==> src/rtl/amx_pkg.sv <==
package amx_pkg;
  typedef enum logic [1:0] {
    SEG_ROOT  = 2'd0,
    SEG_DATA  = 2'd1,
    SEG_STACK = 2'd2,
    SEG_XCODE = 2'd3
  } seg_e;

  localparam int NUM_SEG = 4;
  localparam int CFG_AW  = 3;
  localparam int INV_W   = 4;

  localparam logic [CFG_AW-1:0] CA_SIZE = 3'd0;
  localparam logic [CFG_AW-1:0] CA_BASE0 = 3'd1;
  localparam logic [CFG_AW-1:0] CA_INV  = 3'd5;
endpackage

==> src/rtl/amx_cfg_regs.sv <==
module amx_cfg_regs
  import amx_pkg::*;
#(
  parameter int BASE_W = 8,
  parameter int PAGE_W = 4
) (
  input  logic                             clk,
  input  logic                             rst,
  input  logic                             we,
  input  logic [CFG_AW-1:0]                addr,
  input  logic [BASE_W-1:0]                wdata,
  output logic [BASE_W-1:0]                rdata,
  output logic [PAGE_W-1:0]                hi,
  output logic [PAGE_W-1:0]                lo,
  output logic [NUM_SEG-1:0][BASE_W-1:0]   base,
  output logic [INV_W-1:0]                 inv
);
  localparam int SIZE_W = 2 * PAGE_W;

  logic [SIZE_W-1:0] size_q;
  logic [BASE_W-1:0] rd_d;

  assign hi = size_q[SIZE_W-1:PAGE_W];
  assign lo = size_q[PAGE_W-1:0];

  always_ff @(posedge clk) begin
    if (rst) begin
      size_q <= '0;
      inv    <= '0;
    end else if (we) begin
      if (addr == CA_SIZE) size_q <= wdata[SIZE_W-1:0];
      if (addr == CA_INV)  inv    <= wdata[INV_W-1:0];
    end
  end

  for (genvar g = 0; g < NUM_SEG; g++) begin : g_base
    localparam logic [CFG_AW-1:0] MY_ADDR = CFG_AW'(int'(CA_BASE0) + g);
    always_ff @(posedge clk) begin
      if (rst)                          base[g] <= '0;
      else if (we && addr == MY_ADDR)   base[g] <= wdata;
    end
  end

  always_comb begin
    rd_d = '0;
    if (addr == CA_SIZE)      rd_d = BASE_W'(size_q);
    else if (addr == CA_INV)  rd_d = BASE_W'(inv);
    else if (addr >= CA_BASE0 && addr < CFG_AW'(int'(CA_BASE0) + NUM_SEG))
      rd_d = base[addr - CA_BASE0];
  end

  always_ff @(posedge clk) begin
    if (rst) rdata <= '0;
    else     rdata <= rd_d;
  end
endmodule

==> src/rtl/amx_seg_sel.sv <==
module amx_seg_sel
  import amx_pkg::*;
#(
  parameter int PAGE_W = 4
) (
  input  logic [PAGE_W-1:0] page,
  input  logic [PAGE_W-1:0] hi,
  input  logic [PAGE_W-1:0] lo,
  output seg_e              seg
);
  // the window covers the top two pages of the logical space
  localparam logic [PAGE_W-1:0] XC_FIRST = PAGE_W'((1 << PAGE_W) - 2);

  always_comb begin
    if (page >= XC_FIRST)  seg = SEG_XCODE;
    else if (page >= hi)   seg = SEG_STACK;
    else if (page >= lo)   seg = SEG_DATA;
    else                   seg = SEG_ROOT;
  end
endmodule

==> src/rtl/amx_phys_map.sv <==
module amx_phys_map
  import amx_pkg::*;
#(
  parameter int BASE_W  = 8,
  parameter int PAGE_W  = 4,
  parameter int OFF_W   = 12,
  parameter int LO_FLIP = 16
) (
  input  logic [BASE_W-1:0]       base,
  input  logic [PAGE_W-1:0]       page,
  input  logic [OFF_W-1:0]        off,
  input  seg_e                    seg,
  input  logic                    dspace,
  input  logic [INV_W-1:0]        inv,
  output logic [BASE_W+OFF_W-1:0] phys
);
  localparam int PA_W = BASE_W + OFF_W;

  logic [BASE_W-1:0] frame;
  logic              flip_lo;
  logic              flip_hi;
  logic [PA_W-1:0]   mask;

  assign frame = base + BASE_W'(page);

  always_comb begin
    flip_lo = 1'b0;
    flip_hi = 1'b0;
    if (dspace) begin
      unique case (seg)
        SEG_ROOT: begin flip_lo = inv[0]; flip_hi = inv[1]; end
        SEG_DATA: begin flip_lo = inv[2]; flip_hi = inv[3]; end
        default:  ;
      endcase
    end
    mask          = '0;
    mask[LO_FLIP] = flip_lo;
    mask[PA_W-1]  = flip_hi;
  end

  assign phys = {frame, off} ^ mask;
endmodule

==> src/rtl/amx_top.sv <==
module amx_top
  import amx_pkg::*;
#(
  parameter int LA_W   = 16,
  parameter int PAGE_W = 4,
  parameter int BASE_W = 8
) (
  input  logic                        clk,
  input  logic                        rst,
  input  logic [LA_W-1:0]             log_addr,
  input  logic                        dspace,
  input  logic                        cfg_we,
  input  logic [CFG_AW-1:0]           cfg_addr,
  input  logic [BASE_W-1:0]           cfg_wdata,
  output logic [BASE_W-1:0]           cfg_rdata,
  output logic [BASE_W+LA_W-PAGE_W-1:0] phys_addr
);
  localparam int OFF_W = LA_W - PAGE_W;
  localparam int PA_W  = BASE_W + OFF_W;

  logic [PAGE_W-1:0]              hi, lo;
  logic [NUM_SEG-1:0][BASE_W-1:0] base_v;
  logic [INV_W-1:0]               inv;
  seg_e                           seg;
  logic [PA_W-1:0]                phys_d;

  amx_cfg_regs #(.BASE_W(BASE_W), .PAGE_W(PAGE_W)) u_regs (
    .clk(clk), .rst(rst), .we(cfg_we), .addr(cfg_addr), .wdata(cfg_wdata),
    .rdata(cfg_rdata), .hi(hi), .lo(lo), .base(base_v), .inv(inv)
  );

  amx_seg_sel #(.PAGE_W(PAGE_W)) u_sel (
    .page(log_addr[LA_W-1:OFF_W]), .hi(hi), .lo(lo), .seg(seg)
  );

  amx_phys_map #(.BASE_W(BASE_W), .PAGE_W(PAGE_W), .OFF_W(OFF_W), .LO_FLIP(16)) u_map (
    .base(base_v[seg]), .page(log_addr[LA_W-1:OFF_W]), .off(log_addr[OFF_W-1:0]),
    .seg(seg), .dspace(dspace), .inv(inv), .phys(phys_d)
  );

  always_ff @(posedge clk) begin
    if (rst) phys_addr <= '0;
    else     phys_addr <= phys_d;
  end
endmodule

==> config.mk <==
export PLATFORM = sky130hd
export DESIGN_NAME = amx_top
export DESIGN_NICKNAME = d
export VERILOG_FILES = /design/src/rtl/amx_pkg.sv /design/src/rtl/amx_cfg_regs.sv /design/src/rtl/amx_seg_sel.sv /design/src/rtl/amx_phys_map.sv /design/src/rtl/amx_top.sv
export SDC_FILE = /design/constraint.sdc
export NUM_CORES = 1
export LEC_CHECK = 0
export ABC_AREA = 1
export BUFFER_PORTS_ARGS = -buffer_cell sky130_fd_sc_hd__buf_2
export CAP_MARGIN = 0
export CORE_UTILIZATION = 45
export DETAILED_ROUTE_END_ITERATION = 12
export GPL_ROUTABILITY_DRIVEN = 0
export PLACE_DENSITY = 0.65
export SLEW_MARGIN = 0
export SYNTH_ARGS = -nofsm -noshare
export SYNTH_HDL_FRONTEND = slang
export SYNTH_SLANG_ARGS = --single-unit
==> constraint.sdc <==
create_clock -name clk -period 9.22 [get_ports clk]
set_input_delay 0.461 -clock clk [delete_from_list [all_inputs] [get_ports clk]]
set_output_delay 0.461 -clock clk [all_outputs]
set_load 0.03 [all_outputs]
# Word level (Yosys, flattened, before mapping)

Cells that the tools add are included.
Widths: inputs -> output; s select.

Flip-flop bits (word level): 72
Logic and storage cells: 47

Add/sub/neg operators: 2
$lt $le $gt $ge: 7
Eq/ne operators: 6
Mux-type cells: 14
Bitwise gates (word level): 1
Reductions and logical operators: 9

Operator list:

| kind                | count |
|---|---|
| $mux 8              | 5 |
| $bmux 8 s2          | 2 |
| $xor 20x20->20      | 1 |
| $add 8x4->8         | 1 |
| $ge 4x4->1          | 2 |
| $eq 3x2->1 const B  | 2 |
| $eq 3x3->1 const B  | 2 |
| $lt 3x3->1 const B  | 2 |
| $logic_and 1x1->1   | 5 |
| $ge 4x4->1 const B  | 1 |
| $mux 2              | 2 |
| $pmux 1 s2          | 2 |
| $reduce_and 2->1    | 2 |
| $eq 3x1->1 const B  | 1 |
| $ge 3x1->1 const B  | 1 |
| $logic_not 3->1     | 1 |
| $lt 2x3->1 const B  | 1 |
| $mux 1              | 3 |
| $sub 3x1->3 const B | 1 |
| $eq 2x1->1 const B  | 1 |
| $logic_not 2->1     | 1 |

# Longest topological paths before layout

Gate-level depths: netlist of run 1.

Depth in word-level cells: 8
Gate-level depth with buffers: 24
Mapped depth without buffers: 24

# Modules after synthesis

A second synthesis of run 1 with hierarchy kept.

Cell total of the unflattened synthesis: 581
Area total of the unflattened synthesis: 3,872.5 um^2

By module, submodules not included:

| module       | times used | cells an instance | area each (um^2) | seq. area each (um^2) |
|---|---|---|---|---|
| amx_cfg_regs | 1          | 314               | 2,275.9          | 1,041.0 |
| amx_top      | 1          | 156               | 955.9            | 400.4 |
| amx_phys_map | 1          | 72                | 411.6            | 0.0 |
| amx_seg_sel  | 1          | 39                | 229.0            | 0.0 |

# Least setup slack after synthesis of run 1

No wires, ideal clock.

Kind: input-to-reg
Start: input port log_addr[15]
End: register phys_addr[16]
Library setup time: 128 ps
Arrival: 2,909 ps
Data required time: 9,092 ps
Setup slack: 6,183 ps
Cell stages on the path: 17
Path through: ha_1 a21oi_1 nand3_4 inv_2 nor2_1 inv_1 nor2_1 a221oi_1 ha_1 inv_1 fa_1 o31ai_1 inv_1 nand2_1 nand2_1 xnor2_1 nor2_1

Cells in the longest elaborated chain, start to end: 8
Elaborated cells between the ends (all ways): 14
Those cells by class: add/sub (1); order compare (3); eq/ne (1); mux (7); bitwise (1); reduce/logical (1)

RTL lines:

| item                                                       | line                                   | RTL |
|---|---|---|
| start, declared                                            | amx_top.sv:10                          | `input logic [LA_W-1:0] log_addr,` |
| $ge 4x4->1                                                 | amx_seg_sel.sv:17                      | `else if (page >= lo) seg = SEG_DATA;` |
| $mux 1                                                     | amx_seg_sel.sv:17                      |  |
| $mux 2                                                     | amx_seg_sel.sv:16                      | `else if (page >= hi) seg = SEG_STACK;` |
| $mux 2                                                     | amx_seg_sel.sv:15                      | `if (page >= XC_FIRST) seg = SEG_XCODE;` |
| $bmux 8 s2, or another cell as far along                   | amx_top.sv:37                          | `.base(base_v[seg]), .page(log_addr[LA_W-1:OFF_W]), .off(log_addr[OFF_W-1:0]),` |
| $mux 8 (implied by the code) or $pmux 1 s2 (tied branches) | amx_top.sv:37, amx_phys_map.sv:30      |  |
| $add 8x4->8 or $mux 1 (tied branches)                      | amx_phys_map.sv:24, amx_phys_map.sv:29 |  |
| $xor 20x20->20 *                                           | amx_phys_map.sv:41                     | `assign phys = {frame, off} ^ mask;` |
| end signal, assigned                                       | amx_top.sv:43                          | `else phys_addr <= phys_d;` |
| end, declared                                              | amx_top.sv:16                          | `output logic [BASE_W+LA_W-PAGE_W-1:0] phys_addr` |

Every way passes the cells marked *; elsewhere a longest branch is shown, timed or not. The select of a mux whose other input is x is not followed.
A chain may end at the register's enable or synchronous reset.

# Final worst setup path of run 1

Start: register u_regs.size_q[3]
End: register phys_addr[16]

Cells in the longest elaborated chain, start to end: 8
Elaborated cells between the ends (all ways): 12
Those cells by class: add/sub (1); order compare (1); eq/ne (1); mux (7); bitwise (1); reduce/logical (1)

RTL lines:

| item                                                       | line                                   | RTL |
|---|---|---|
| start, declared                                            | amx_cfg_regs.sv:20                     | `logic [SIZE_W-1:0] size_q;` |
| start signal, assigned                                     | amx_cfg_regs.sv:31                     | `if (addr == CA_SIZE) size_q <= wdata[SIZE_W-1:0];` |
| $ge 4x4->1 *                                               | amx_seg_sel.sv:17                      |  |
| $mux 1 *                                                   | amx_seg_sel.sv:17                      |  |
| $mux 2 *                                                   | amx_seg_sel.sv:16                      |  |
| $mux 2 *                                                   | amx_seg_sel.sv:15                      |  |
| $bmux 8 s2, or another cell as far along                   | amx_top.sv:37                          |  |
| $mux 8 (implied by the code) or $pmux 1 s2 (tied branches) | amx_top.sv:37, amx_phys_map.sv:30      |  |
| $add 8x4->8 or $mux 1 (tied branches)                      | amx_phys_map.sv:24, amx_phys_map.sv:29 |  |
| $xor 20x20->20 *                                           | amx_phys_map.sv:41                     |  |

Marked as above.

==> impl_results.md, run 1 <==
* Post-Route Skew at 0.00500 ns
* Cts repair resizes at 0
* Dpl cell area at 3890 um2
* DR vias at 3292
* Via density at 5.08
* Final hold vios at 0
* Critical path class: reg2reg
* Yosys reg bits at 72
* Inserted Clock Buffers at 9
* Worst EP arrival at 3.72 ns
* Fmax at 286 MHz
* HPWL after DPL at 6.80 mm
* Clock sink count at 72
* RSZ-0062 raised after global routing: false
* Port-buffer cells at 58
* Final number of setup-violating endpoints at 0
* Synth Flop Type: dfxtp_1
* Largest net degree at the start of global routing at 45
* Post-Syn Area at 3550 um2
* Synthesis Warnings at 0
* Async SR Flop Fraction at 0%
* WL per Instance at 13.8 um
* GRT overflow at 0
* Filler cell count at 759
* First-pass GRT wire length at 15.1 mm
* Site Rows at 32
* Synthesis-to-finish area growth at 15.1%
* Die W at 90.8 um
* Slew margin rel. at 21.8%
* Clk Latency, worst-skew pair at 0.35 ns
* Worst setup SP type: register
* Layout cells sized above 1 at 17.9%
* Clk buf depth at 2
* DRT antenna net count at 0
* Mapped Cells at 490
* Total routed wirelength at 8.94 mm
* CTS H-tree lvls at 3
* Initial Util at 46.1%
* Die area at 8240 um2
* I/O pin cnt at 59
* TritonCTS clock tree: yes
* Seq/Total Area, Yosys at 40.6%
* Clock Root Buffer: clkbuf_8
* Number of synthesized flops with an enable pin at 0
* Core Area at 7690 um2
* Ant. Diodes at 0
* Period utilization at 37.9%
* Slew Viols, Final at 0
* Commonest non-fill, non-tap cell in the layout: dfxtp_1
* Total Neg Setup Slack at 0 ns
* Clock transition at the registers of the reported paths at 0.07 ns
* Vias in the first global route at 3086
* Cts hold-fix bufs at 0
* WP data required at 9.44 ns
* First-pass DRT Iterations at 5
* DRC violations left at 0
* PwrDens at 179 nW/um2
* CP Capture Type: register
* Worst Tran Pin Value at 1.17 ns
* Tmin final at 3.50 ns
* Syn Nets at 538
* Max-cap violations at 0
* Initial antenna violation count at 0
* Critical path peak fanout at 9
* Worst Hold Class: in2reg
* Max VDD drop at 0.109 mV
* Postcts setup bufs at 0
* GRT Total Usage at 23.2%
* Synth cell types at 34
* Most frequent cells in the layout: dfxtp_1 (72), inv_1 (69), nand2_1 (64), o21ai_0 (61), a21oi_1 (59)
* Setup slack, reg-to-reg at 5.72 ns
* Starting DRC count in detailed routing at 178
* Finished Cell Area at 4080 um2
* Mapped Avg Cell Area at 7.24 um2
* Nets at 589
* Static Leak at 1.85 nW
* Die Ht at 90.8 um
* Status: completed
-- synth_stat cells (4+ instances only) --
cell type,instances,area [um2]
dfxtp_1,72,1440
inv_1,69,259
nand2_1,64,240
o21ai_0,61,305
a21oi_1,59,295
nor2_1,56,210
nand3_1,28,140
ha_1,16,200
clkbuf_1,11,41.3
nand2_2,7,43.8
a31oi_1,4,25.0
buf_1,4,15.0
inv_2,4,15.0
nand2_4,4,45.0
nor2_4,4,45.0
-- where the power goes --
group	switching, mW	total (mW)	internal [mW]	leakage [nW]
sequential	0.00565	0.333	0.327	0.589
combinational	0.104	0.152	0.0479	1.17
clock	0.120	0.246	0.126	0.0851
total	0.229	0.730	0.501	1.85
-- worst max-delay path: stages (launching register included) --
cell and delay [ns]:
dfxtp_1 0.34, inv_1 0.06, ha_1 0.28, a21oi_1 0.27
nand3_4 0.18, inv_2 0.15, nor2_1 0.06, inv_1 0.12
nor2_1 0.05, a221oi_1 0.28, ha_1 0.24, inv_1 0.06
fa_1 0.40, o31ai_1 0.43, inv_1 0.12, nand2_1 0.09
nand2_1 0.06, xnor2_1 0.13, nor2_1 0.05
-- registers in the layout, indices dropped and copies added (netlist names) --
name and flops:
phys_addr 20, u_regs.base 32, u_regs.inv 4, u_regs.rdata 8, u_regs.size_q 8
-- metrics by stage --
stage	instances	setup WS, ns	hold WS (ns)	power (mW)	util, %
3_3_place_gp	632	5.62	0.454	0.487	50.6
6_report	648	5.72	0.311	0.730	53.1
4_1_cts	648	5.69	0.304	0.735	53.1
5_1_grt	648	5.36	0.306	0.767	53.1
3_5_place_dp	632	5.48	0.460	0.491	50.6
2_1_floorplan	490	6.18	0.434	0.448	-
-- metal layers --
layer | share of wire (%) | track usage, %
met1 | 47 | 30.1
met2 | 45 | 37.5
met3 | 5.6 | 5.13
met4 | 3.0 | 8.99
met5 | 0 | 0
-- cell families (layout without fill, tap and decap cells) --
kind of cell             count (synthesis)  in the layout  share of synthesized area, %
AO/OA/AOI/OAI                          135            135                          20.1
XOR/XNOR                                 1              1                         0.247
adder cells (fa/ha/maj)                 17             17                          6.21
buffers and inverters                   95            151                          10.5
flip-flops                              72             72                          40.6
AND/OR/NAND/NOR                        170            170                          22.3
-- final cells by class --
type | count | area, um2 | share of cell area, %
multi-input cells | 323 | 1730 | 42.5
flip-flops and latches | 72 | 1440 | 35.3
inverters | 77 | 294 | 7.20
repair buffers | 58 | 290 | 7.11
clock buffers | 10 | 128 | 3.12
well taps | 102 | 128 | 3.12
clock inverters | 6 | 68.8 | 1.69
-- path summary, 6_finish.rpt --
kind | startpoint | endpoint | depth (start not counted)
setup / recovery | u_regs.size_q[3] | phys_addr[16] | 18
hold / removal | log_addr[5] | phys_addr[5] | 3
setup reg to reg | u_regs.size_q[3] | phys_addr[16] | 18
hold reg to reg | u_regs.size_q[7] | u_regs.rdata[7] | 2
Note: power is estimated with default switching activity, not from simulation.
==> run 2, diff against run 1 <==
- PLACE_DENSITY: 0.65 -> 0.68
- clock period: 9.22 -> 2.83 ns (I/O delays scaled with it)
==> run 2 against run 1 <==
Net effect: the run now ends with DRC, hold timing, setup timing left; core utilization is 8.2 points higher; highest routed layer unchanged; sequential share of layout area is 4.5 points lower; critical path depth grew 2; clock skew is 0.0056 ns higher; maximum frequency is 21% higher; critical path type unchanged; critical endpoint unchanged; non-clock buffer count rose by 54; total power rose to 3.4 times the previous value; worst setup slack worse by 5.8 ns.
==> impl_results.md, run 2 (synthesis results as in run 1) <==
* Status: finished with violations
* Failing checks: DRC, hold timing, setup timing
* Utilization after layout at 61.3%
* Hold path start: log_addr[11]
* GRT overflow at 0
* First-pass GRT wire length at 15.9 mm
* Cell count of the worst reg-to-reg path at 20
* WP data required at 3.08 ns
* Max VDD drop at 0.258 mV
* TritonCTS clock tree: yes
* DRT antenna net count at 0
* Site Rows at 32
* CP startpoint: u_regs.size_q[5]
* Ant. Diodes at 0
* Total Neg Setup Slack at -0.0648 ns
* R2R Path Start: u_regs.size_q[5]
* GRT Total Usage at 24.7%
* Inserted Clock Buffers at 9
* Layout cells sized above 1 at 32.0%
* First-pass DRT Iterations at 10
* DR vias at 3576
* PwrDens at 529 nW/um2
* Final number of setup-violating endpoints at 2
* I/O pin cnt at 59
* Nets at 643
* Die W at 90.8 um
* Max reg flops at 32
* Worst Tran Pin Value at 0.625 ns
* Clock Root Buffer: clkbuf_8
* Critical path class: reg2reg
* HPWL after DPL at 7.11 mm
* Final hold vios at 1
* Biggest register: u_regs.base
* Initial antenna violation count at 0
* Most frequent cells in the layout: dfxtp_1 (66), o21ai_0 (61), inv_1 (58), nand2_1 (58), buf_2 (58)
* Worst EP arrival at 3.13 ns
* WL per Instance at 14.5 um
* Post-Route Skew at 0.0106 ns
* Period utilization at 102%
* Min-Delay Path Depth at 3
* Total routed wirelength at 10.1 mm
* Worst setup SP type: register
* Commonest non-fill, non-tap cell in the layout: dfxtp_1
* Die Ht at 90.8 um
* Worst hold slack at -0.00207 ns
* Clk buf depth at 2
* Initial Util at 46.1%
* Die area at 8240 um2
* Static Leak at 2.12 nW
* Vias in the first global route at 3281
* Starting DRC count in detailed routing at 242
* CP Capture Type: register
* Port-buffer cells at 58
* Fmax at 346 MHz
* Worst Hold Class: in2reg
* Final setup margin at -0.0564 ns
* Max-cap violations at 0
* Core Area at 7690 um2
* Tmin final at 2.89 ns
* Slew margin rel. at 58.2%
* Clock transition at the registers of the reported paths at 0.09 ns
* Worst slack, placed at -0.210 ns
* Via density at 5.09
* Largest net degree at the start of global routing at 29
* Largest registers: u_regs.base x32, phys_addr x20
* Clk Latency, worst-skew pair at 0.35 ns
* Synthesis-to-finish area growth at 32.8%
* Clock sink count at 72
* DRC violations left at 1
* CTS H-tree lvls at 3
* Slew Viols, Final at 0
* RSZ-0062 raised after global routing: true
* Critical path peak fanout at 4
-- run 2: cell count changes in the layout (fill, tap and decap cells not counted), moves of 3 or more --
cell | before | now
buf_4 | 0 | 45
inv_1 | 69 | 58
inv_2 | 4 | 14
dlygate4sd3_1 | 0 | 8
ha_1 | 16 | 9
dfxtp_1 | 72 | 66
dfxtp_2 | 0 | 6
ha_4 | 0 | 6
nand2_1 | 64 | 58
nand2_2 | 7 | 13
nor2_1 | 56 | 51
a21oi_1 | 59 | 55
a21oi_4 | 0 | 3
nor2_4 | 4 | 7
-- run 2: final timing paths --
check / slack [ns] / endpoint
worst max-delay path: -0.06 / phys_addr[16]
worst min-delay path: -0.002 / phys_addr[11]
worst max register to register: -0.06 / phys_addr[16]
worst min register to register: 0.47 / u_regs.base[31]
-- run 2: final cells by class --
class | count | area, um2
Clock inverter | 7 | 53.8
Inverter | 77 | 299
Fill cell | 706 | 2980
Sequential cell | 72 | 1450
Timing Repair Buffer | 112 | 719
Clock buffer | 9 | 124
Tap cell | 102 | 128
Multi-Input combinational cell | 323 | 1940
-- run 2: report_power, final --
part | total (mW) | internal, mW | leakage (nW) | switching (mW)
clock | 0.755 | 0.325 | 0.0827 | 0.430
combinational | 0.653 | 0.256 | 1.45 | 0.397
sequential | 1.09 | 1.07 | 0.592 | 0.0193
total | 2.49 | 1.65 | 2.12 | 0.846
-- run 2: through the flow --
| stage | total power [mW] | instances | hold WS [ns] | area, um2 |
|---|---|---|---|---|
| global route | 2.61 | 702 | 0.00523 | 4710 |
| global placement | 1.66 | 671 | 0.347 | 4200 |
| detailed placement | 1.67 | 671 | 0.351 | 4200 |
| CTS | 2.45 | 698 | 0.000542 | 4590 |
| finish | 2.49 | 702 | -0.00207 | 4710 |
| floorplan | 1.47 | 490 | 0.248 | 3560 |
-- run 2: what timing repair did --
action                                  in CTS  in global routing
endpoints found under the setup margin       4                  4
pin swaps                                   10                 24
hold buffers                                 8                  0
buffers inserted                             3                  5
gates resized for setup                     25                 27
endpoints found under the hold margin        8                  0
-- run 2: routing by layer --
metal  wire length (um)  part of all wire (%)  GRT usage [%]  vias up
met2               4600                    45           40.5      168
li1                   -                     -              -     1795
met1               4450                    44           32.3     1586
met3                785                   7.7           3.87       27
met5                  0                     0              0        -
met4                307                   3.0           9.92        0
-- run 2: critical path, stage by stage, from the launching register on --
cell      delay (ns)
dfxtp_2         0.34
inv_2           0.05
ha_4            0.26
nand2_2         0.05
nand2_1         0.08
nand2_2         0.07
nand2_2         0.08
nor2_4          0.05
nand2_4         0.10
nor2_4          0.04
inv_2           0.07
nor2_2          0.04
a221oi_2        0.20
ha_2            0.24
inv_2           0.04
fa_2            0.36
o31ai_4         0.30
nand3_1         0.13
nand2_2         0.10
xnor2_2         0.11
nor2_1          0.05
==> run 3, diff against run 2 <==
- ABC_AREA: 1 -> unset
- CORE_ASPECT_RATIO: unset -> 1.75
==> run 3 against run 2 <==
Net effect: the flow finishes with violations (setup timing); cell count decreased by 22%; clock skew shrank 0.0054 ns; hold slack improved by 0.010 ns; synthesized cell count shrank 23%; via count is 15% lower; wire length down 11%; global-route usage decreased by 0.25 points; clock power up 62%; flip-flop and latch count unchanged; non-clock buffer count fell by 21; synthesized area decreased by 5.3%.
==> impl_results.md, run 3 <==
* CTS H-tree lvls at 3
* Yosys reg bits at 72
* Hold path start: log_addr[2]
* Synth top area share at 42.9%
* Failing checks: setup timing
* Die area at 7830 um2
* Finished Cell Area at 4390 um2
* Clock sink count at 72
* Clock Root Buffer: clkbuf_16
* HPWL after DPL at 6.43 mm
* I/O pin cnt at 59
* RSZ-0062 raised after global routing: true
* Post-Route Skew at 0.00518 ns
* Layout cells sized above 1 at 34.6%
* Most frequent cells in the layout: dfxtp_1 (66), buf_2 (58), a21oi_1 (42), nand2_1 (42), nand3_1 (40)
* Worst EP arrival at 3.17 ns
* Post-synth top cells: dfxtp_1 (72), a21oi_1 (48), nand2_1 (43)
* Dpl cell area at 3870 um2
* DR vias at 3034
* Max reg flops at 32
* Worst setup SP type: register
* DRC violations left at 0
* Initial antenna violation count at 0
* Initial Util at 46.4%
* DRT antenna net count at 0
* Final number of setup-violating endpoints at 2
* PwrDens at 618 nW/um2
* Largest net degree at the start of global routing at 44
* Top area cells in the synthesized netlist: dfxtp_1 (43%), a21oi_1 (7.2%), mux2i_1 (6.3%), ha_1 (6.0%), nand3_1 (6.0%)
* Mapped Cells at 376
* Worst Tran Pin Value at 0.899 ns
* Die W at 67.3 um
* Port-buffer cells at 58
* Cell count of the worst reg-to-reg path at 16
* Clk Latency, worst-skew pair at 0.34 ns
* R2R Path Start: u_regs.size_q[7]
* Inserted Clock Buffers at 9
* Max VDD drop at 0.441 mV
* Via density at 5.56
* Mapped Avg Cell Area at 8.93 um2
* Final hold vios at 0
* Seq/Total Area, Yosys at 42.9%
* Cts hold-fix bufs at 0
* Slowest-stage cell, CP: fa_2
* Worst Hold Class: in2reg
* Nets at 503
* Tmin final at 2.89 ns
* Slew margin rel. at 39.9%
* Number of synthesized flops with an enable pin at 0
* GRT overflow at 0
* Total Neg Setup Slack at -0.107 ns
* CP Capture Type: register
* Clock transition at the registers of the reported paths at 0.06 ns
* Worst slack, placed at -0.144 ns
* Final Power at 2.71 mW
* Max-cap violations at 0
* Synth Flop Type: dfxtp_1
* Most frequent cell after synthesis: dfxtp_1
* Utilization after layout at 60.6%
* Synth cell types at 41
* Status: finished with violations
* Final setup margin at -0.0605 ns
* Area leader, netlist: dfxtp_1
* Site Rows at 41
* Period utilization at 102%
* Min-Delay Path Depth at 2
* CP cell instances: inv_2 > ha_4 > o211ai_1 > o21ai_2 > buf_4 > nor2_4 > a21oi_2 > ha_2 > inv_2 > fa_2 > nor2b_4 > o21ai_2 > nand2b_1 > a31oi_1 > or3_4 > a21oi_2
* Die Ht at 116 um
* Synthesis Warnings at 0
* WP data required at 3.11 ns
* Async SR Flop Fraction at 0%
* First-pass GRT wire length at 13.6 mm
* Fmax at 346 MHz
* Ant. Diodes at 0
* Post-Syn Area at 3360 um2
* Setup slack, reg-to-reg at -0.06 ns
* Critical path peak fanout at 4
* Post-Layout Cell Count at 546
* WL per Instance at 16.5 um
* Synthesis-to-finish area growth at 30.5%
* Core Area at 7230 um2
* Reg2reg end: phys_addr[16]
* Total routed wirelength at 9.01 mm
* Syn Nets at 424
* WP buf/inv at 3
* Largest registers: u_regs.base x32, phys_addr x20
* Hold endpoint: phys_addr[2]
* Slew Viols, Final at 0
* GRT Total Usage at 24.4%
* TritonCTS clock tree: yes
* Static Leak at 1.87 nW
* Clk buf depth at 2
* CP top delay family: adder cells
* Placed cell count at 525
* Biggest register: u_regs.base
* Starting DRC count in detailed routing at 232
* Worst hold slack at 0.00803 ns
* Critical path class: reg2reg
* Vias in the first global route at 2833
* Commonest non-fill, non-tap cell in the layout: dfxtp_1
* First-pass DRT Iterations at 5
* Largest stage delay, worst path at 0.37 ns
==> run 3: what timing repair did <==
| action | CTS | global route |
|---|---|---|
| resized for setup | 12 | 27 |
| hold endpoints to repair | 0 | 0 |
| setup buffers | 2 | 3 |
| setup endpoints to repair | 4 | 4 |
| pin swaps | 8 | 20 |
==> run 3: how the worst max path moves through the flow <==
| stage | from | to | cells past startpoint |
|---|---|---|---|
| final | u_regs.size_q[7] | phys_addr[16] | 16 |
| after global routing | u_regs.size_q[6] | phys_addr[16] | 16 |
| after CTS | u_regs.size_q[5] | phys_addr[16] | 16 |
| after detailed placement | u_regs.size_q[5] | phys_addr[16] | 16 |
| after global placement | log_addr[12] | phys_addr[16] | 17 |
| after floorplan | u_regs.size_q[7] | phys_addr[16] | 16 |
==> run 3: layer usage <==
metal | global-route usage, % | up-vias | wire (um)
li1 | - | 1478 | -
met5 | 0 | - | 0
met4 | 13.3 | 0 | 299
met3 | 6.45 | 20 | 499
met1 | 23.4 | 1425 | 3200
met2 | 45.3 | 111 | 5010
==> run 3: cell type report <==
| cell class | count | area (um2) |
|---|---|---|
| Timing Repair Buffer | 91 | 538 |
| Inverter | 12 | 45.0 |
| Sequential cell | 72 | 1450 |
| Clock inverter | 6 | 91.3 |
| Clock buffer | 10 | 229 |
| Multi-Input combinational cell | 269 | 1930 |
| Tap cell | 86 | 108 |
| Fill cell | 629 | 2850 |
==> run 3: cells by family after synthesis <==
| family | share of synthesized area, % |
|---|---|
| muxes | 12.4 |
| xor gates and xnor gates | 1.04 |
| AOI/OAI and AO/OA | 13.2 |
| adders and majority gates | 6.55 |
| buffers and inverters | 4.17 |
| and+or+nand+nor | 19.7 |
| DFF | 42.9 |
==> run 3: power by group <==
| part | total (mW) | leakage (nW) | internal, mW | switching, mW |
|---|---|---|---|---|
| combinational | 0.420 | 1.13 | 0.174 | 0.247 |
| sequential | 1.07 | 0.590 | 1.05 | 0.0164 |
| clock | 1.22 | 0.157 | 0.777 | 0.446 |
| total | 2.71 | 1.87 | 2.00 | 0.709 |
